<file path="src/rtl/cmatch_timer.sv">
module cmatch_timer #(
  parameter int CW       = 32,
  parameter int WR_DELAY = 3
) (
  input  logic          clk,
  input  logic          rst_n,
  input  logic          start,
  input  logic          pre_en,
  input  logic          wr_en,
  input  logic [1:0]    addr,
  input  logic [CW-1:0] wdata,
  output logic [CW-1:0] rdata,
  output logic          irq
);
  localparam int PW = 7;
  localparam int WW = $clog2(WR_DELAY + 1);

  logic [CW-1:0] cnt, cmp, stage;
  logic          match, ovf, pend;
  logic [WW-1:0] wcnt;
  logic          mode, oen;
  logic [1:0]    route;
  logic [2:0]    cks;
  logic [PW-1:0] pre, div_last;
  logic          tick, load, hit, wrap;
  logic          wr_ctl, wr_cnt, wr_cmp;
  logic [15:0]   csr;

  always_comb begin
    case (cks)
      3'd4:    div_last = PW'(7);
      3'd5:    div_last = PW'(31);
      3'd6:    div_last = PW'(127);
      default: div_last = '0;
    endcase
  end

  assign wr_ctl = wr_en && addr == 2'd0;
  assign wr_cnt = wr_en && addr == 2'd1;
  assign wr_cmp = wr_en && addr == 2'd2;

  assign tick = start && pre_en && cks[2] && (pre >= div_last);
  assign load = pend && wcnt == WW'(1);
  assign hit  = tick && !load && cnt == cmp;
  assign wrap = tick && !load && !hit && cnt == '1;

  always_ff @(posedge clk) begin
    if (!rst_n) pre <= '0;
    else if (!start) pre <= '0;
    else if (pre_en && cks[2]) pre <= tick ? '0 : pre + 1'b1;
  end

  always_ff @(posedge clk) begin
    if (!rst_n) cnt <= '0;
    else if (load) cnt <= stage;
    else if (tick) cnt <= hit ? '0 : cnt + 1'b1;
  end

  always_ff @(posedge clk) begin
    if (!rst_n) begin
      pend  <= 1'b0;
      wcnt  <= '0;
      stage <= '0;
    end else if (wr_cnt) begin
      pend  <= 1'b1;
      wcnt  <= WW'(WR_DELAY);
      stage <= wdata;
    end else if (load) begin
      pend  <= 1'b0;
    end else if (pend) begin
      wcnt  <= wcnt - 1'b1;
    end
  end

  always_ff @(posedge clk) begin
    if (!rst_n) cmp <= '1;
    else if (wr_cmp) cmp <= wdata;
  end

  always_ff @(posedge clk) begin
    if (!rst_n) begin
      match <= 1'b0;
      ovf   <= 1'b0;
      mode  <= 1'b0;
      oen   <= 1'b0;
      route <= '0;
      cks   <= '0;
    end else begin
      match <= hit  | (match & ~(wr_ctl & ~wdata[15]));
      ovf   <= wrap | (ovf   & ~(wr_ctl & ~wdata[14]));
      if (wr_ctl) begin
        mode  <= wdata[8];
        oen   <= wdata[7];
        route <= wdata[5:4];
        cks   <= wdata[2:0];
      end
    end
  end

  assign csr = {match, ovf, pend, 4'b0, mode, oen, 1'b0, route, 1'b0, cks};

  always_comb begin
    case (addr)
      2'd0:    rdata = CW'(csr);
      2'd1:    rdata = cnt;
      2'd2:    rdata = cmp;
      default: rdata = '0;
    endcase
  end

  assign irq = match && route == 2'd2;
endmodule

</file>
<file path="config.mk">
export PLATFORM = sky130hd
export DESIGN_NAME = cmatch_timer
export DESIGN_NICKNAME = d
export VERILOG_FILES = /design/src/rtl/cmatch_timer.sv
export SDC_FILE = /design/constraint.sdc
export NUM_CORES = 1
export LEC_CHECK = 0
export BUFFER_PORTS_ARGS = -buffer_cell sky130_fd_sc_hd__buf_2
export CORE_MARGIN = 2
export CORE_UTILIZATION = 35
export DETAILED_ROUTE_END_ITERATION = 16
export PLACE_DENSITY = 0.56
export SETUP_SLACK_MARGIN = 0.2
export SKIP_LAST_GASP = 1
export SYNTH_ARGS = -nofsm -noshare
export SYNTH_HDL_FRONTEND = slang
export SYNTH_SLANG_ARGS = --single-unit
</file>
<file path="constraint.sdc">
create_clock -name clk -period 3.6 [get_ports clk]
set_clock_uncertainty 0.2 [all_clocks]
set_input_delay 0.18 -clock clk [delete_from_list [all_inputs] [get_ports clk]]
set_output_delay 0.18 -clock clk [all_outputs]
set_load 0.05 [all_outputs]
</file>
==> impl_metrics.py <==
metrics = {
    "status": {
        "status": "finished, final reports clean",
    },
    "worst_setup_path": {
        "cp.required_ns": 3.74,
        "startpoint_type": "flip-flop",
        "r2r-start": "cks[2]",
        "ff2ff_path_depth": 9,
        "r2r_slack_ns": 0.61,
        "r2r_end": "pre[6]",
        "critPathMaxFanout": 27,
        "critPathArrivalTime_ns": 3.13,
        "crit_start": "cks[2]",
        "setup.worst_path.end_class": "flip-flop",
        "critPathKind": "reg -> reg",
    },
    "synth": {
        "syn-cell-area_sq_um": 6240,
        "ys_seq_area_share_pct": 36.9,
        "synthMuxAreaShare_pct": 2.72,
        "synth_top_family_by_area": "simple AND/OR/NAND/NOR gates",
        "synth_seq_cells": 115,
        "synth_adder_area_share_pct": 2.00,
        "yosysWarnings": 0,
        "yosys.area_share.simple_pct": 27.0,
        "synthArstFlopShare_pct": 0,
        "synth_compound_area_share_pct": 20.1,
        "yosys.cell_types.count": 53,
        "post_synth_xor_area_fraction_pct": 5.33,
        "ys.flop_type": "dfxtp_1",
        "synth-edff-count": 0,
        "synth_nets": 886,
        "syn_inst": 837,
        "syn_area_per_cell_sq_um": 7.46,
    },
    "timing": {
        "finalMaxSlewViolations": 0,
        "tns_ns": 0,
        "fin_crit_ns": 2.99,
        "rsz0062_at_grt": "no",
        "fin_crit_sh_pct": 83.1,
        "max_clock_freq_mhz": 334,
        "worst_pin_slew_ns": 0.913,
        "setup_viol": 0,
        "hold_violations": 0,
        "slew_headroom_pct": 39.2,
    },
    "clocking": {
        "cts_made_buffers": 17,
        "ctsResizeCount": 0,
        "clk_pin_slew_ns": 0.05,
        "clockRootBuffer": "clkbuf_16",
        "cts.sink_count": 115,
        "htreeDepth": 4,
        "clockBufferDepth": 2,
        "clkLatencyLatePin_ns": 0.41,
        "cts_tree": "done",
    },
    "layout": {
        "diodes": 0,
        "syn_to_final_growth_pct": 22.8,
        "final_common_cell": "nand2_1",
        "nFillCells": 1728,
        "seq_area_sq_um": 2300,
        "multi_input_area_sq_um": 3580,
        "final_cell_mix": "nand2_1 (179), dfxtp_1 (115), a21oi_1 (90)",
        "stdcell_count": 1144,
        "final_area_sq_um": 7670,
        "final_nets": 955,
        "drive_gt1_share_pct": 15.0,
    },
    "global_route": {
        "grt_pass1_wl_microns": 32800,
        "gr-usage-all-layers_pct": 22.5,
        "grt_max_degree": 46,
        "antenna_found_initial": 0,
        "gr-total-overflow": 0,
        "grt_pass1_vias": 5900,
    },
    "routing": {
        "routed_wl_microns": 20600,
        "antenna_left": 0,
        "drt_first_iter_violations": 427,
        "firstDrtPassIters": 5,
        "drc_errors": 0,
        "wire_per_inst_microns": 18.0,
        "vias_per_cell": 5.47,
        "vias": 6258,
    },
    "die": {
        "die_width_microns": 138,
        "fp.coreArea_sq_um": 17400,
        "dieArea_sq_um": 18900,
        "ios": 72,
        "initial_utilization_pct": 36.0,
        "num_rows": 48,
        "die_h_microns": 138,
    },
    "hold_path": {
        "min_path_cells": 2,
        "worstHoldStart": "rst_n",
        "min_to": "cmp[8]",
        "hold_class": "in -> reg",
    },
    "flow_run": {
        "maxCapViolCount": 0,
    },
    "power": {
        "ir_worst_vdd_v": 0.000315,
        "p_leak_nw": 3.05,
        "p_per_area_nw_per_um2": 480,
    },
    "place": {
        "io_buffers": 71,
        "gp_congestion": 0.918,
        "dp_hpwl_microns": 14000,
        "place_inst": 1077,
        "placed_cell_area_sq_um": 6740,
    },
}
==> power by group <==
group | total, mW | switching, mW | internal [mW]
Combinational | 0.563 | 0.348 | 0.215
Clock | 1.66 | 0.622 | 1.04
Sequential | 1.46 | 0.111 | 1.35
==> Yosys cell counts, types with 3 or more instances <==
cell type / number / share of area, %
a21oi_1: 90 / 7.2
a221oi_1: 4 / 0.56
a22o_1: 28 / 3.9
a311oi_1: 3 / 0.42
a31oi_1: 17 / 1.7
and2_1: 10 / 1.0
and3_1: 6 / 0.60
and4_1: 6 / 0.84
buf_1: 3 / 0.18
buf_2: 13 / 1.0
clkbuf_1: 57 / 3.4
dfxtp_1: 115 / 37
ha_1: 10 / 2.0
inv_1: 12 / 0.72
mux2i_1: 17 / 2.7
nand2_1: 179 / 11
nand3_1: 56 / 4.5
nand4_1: 17 / 1.7
nor2_1: 38 / 2.3
nor2b_1: 5 / 0.50
nor3_1: 12 / 0.96
nor4_1: 5 / 0.50
o21ai_0: 54 / 4.3
o31ai_1: 5 / 0.60
or3_1: 3 / 0.30
or4b_1: 4 / 0.64
xnor2_1: 34 / 4.8
xor2_1: 4 / 0.56
==> cell families after synthesis <==
group,after synthesis
buffers and inverters,91
flip-flops,115
adder cells (fa/ha/maj),10
AO/OA/AOI/OAI,211
multiplexers,17
AND/OR/NAND/NOR,355
XOR/XNOR,38
==> registers in the layout, indices dropped and copies added, names as in the netlist <==
register  cells
route         2
cnt          32
oen           1
pend          1
cks           3
pre           7
mode          1
cmp          32
stage        32
wcnt          2
ovf           1
match         1
==> layer usage <==
| metal | vias to the layer above | track usage (%) | wire length [microns] |
|---|---|---|---|
| met5 | - | 0 | 0 |
| met4 | 0 | 8.30 | 391 |
| met3 | 21 | 3.31 | 896 |
| met2 | 170 | 35.8 | 9760 |
| met1 | 2998 | 30.9 | 9610 |
| li1 | 3069 | - | - |
==> area by class of cell <==
class                           instances  area share (%)
Timing Repair Buffer                  128            11.4
Clock inverter                         12            1.73
Clock buffer                           20            5.83
Tap cell                              225            3.67
Inverter                               13           0.636
Sequential cell                       115            30.0
Multi-Input combinational cell        631            46.8
==> critical path: stages, from the launching register on <==
cell	delay [ns]
dfxtp_1	0.43
nand3b_1	0.14
ha_1	0.31
a21o_1	0.18
a221o_1	0.33
a31o_2	0.34
nand2_1	0.18
buf_4	0.36
nand3_1	0.25
a21oi_1	0.19
==> stage by stage <==
stage / hold WS (ns) / utilization [%] / worst slack, ns / power (mW)
final: 0.0662 / 44.2 / 0.607 / 3.68
after global routing: 0.0864 / 44.2 / 0.368 / 3.82
after CTS: 0.0536 / 44.2 / 0.624 / 3.69
after detailed placement: 0.207 / 38.8 / 0.649 / 2.01
after global placement: 0.206 / 38.8 / 0.698 / 2.01
after floorplan: 0.104 / - / 0.947 / 1.85
==> worst max-delay path by stage <==
stage / slack, ns / to / depth (start not counted)
global placement: 0.70 / pre[6] / 9
CTS: 0.62 / pre[6] / 9
detailed placement: 0.65 / pre[6] / 9
finish: 0.61 / pre[6] / 9
global route: 0.37 / pre[6] / 10
floorplan: 0.95 / cnt[17] / 11
==> timing repair <==
item                                   4_1_cts  5_1_grt
endpoints found under the hold margin       80        0
hold buffers                                35        0
buffers inserted                             0        0
(Power assumes the default switching activity.)
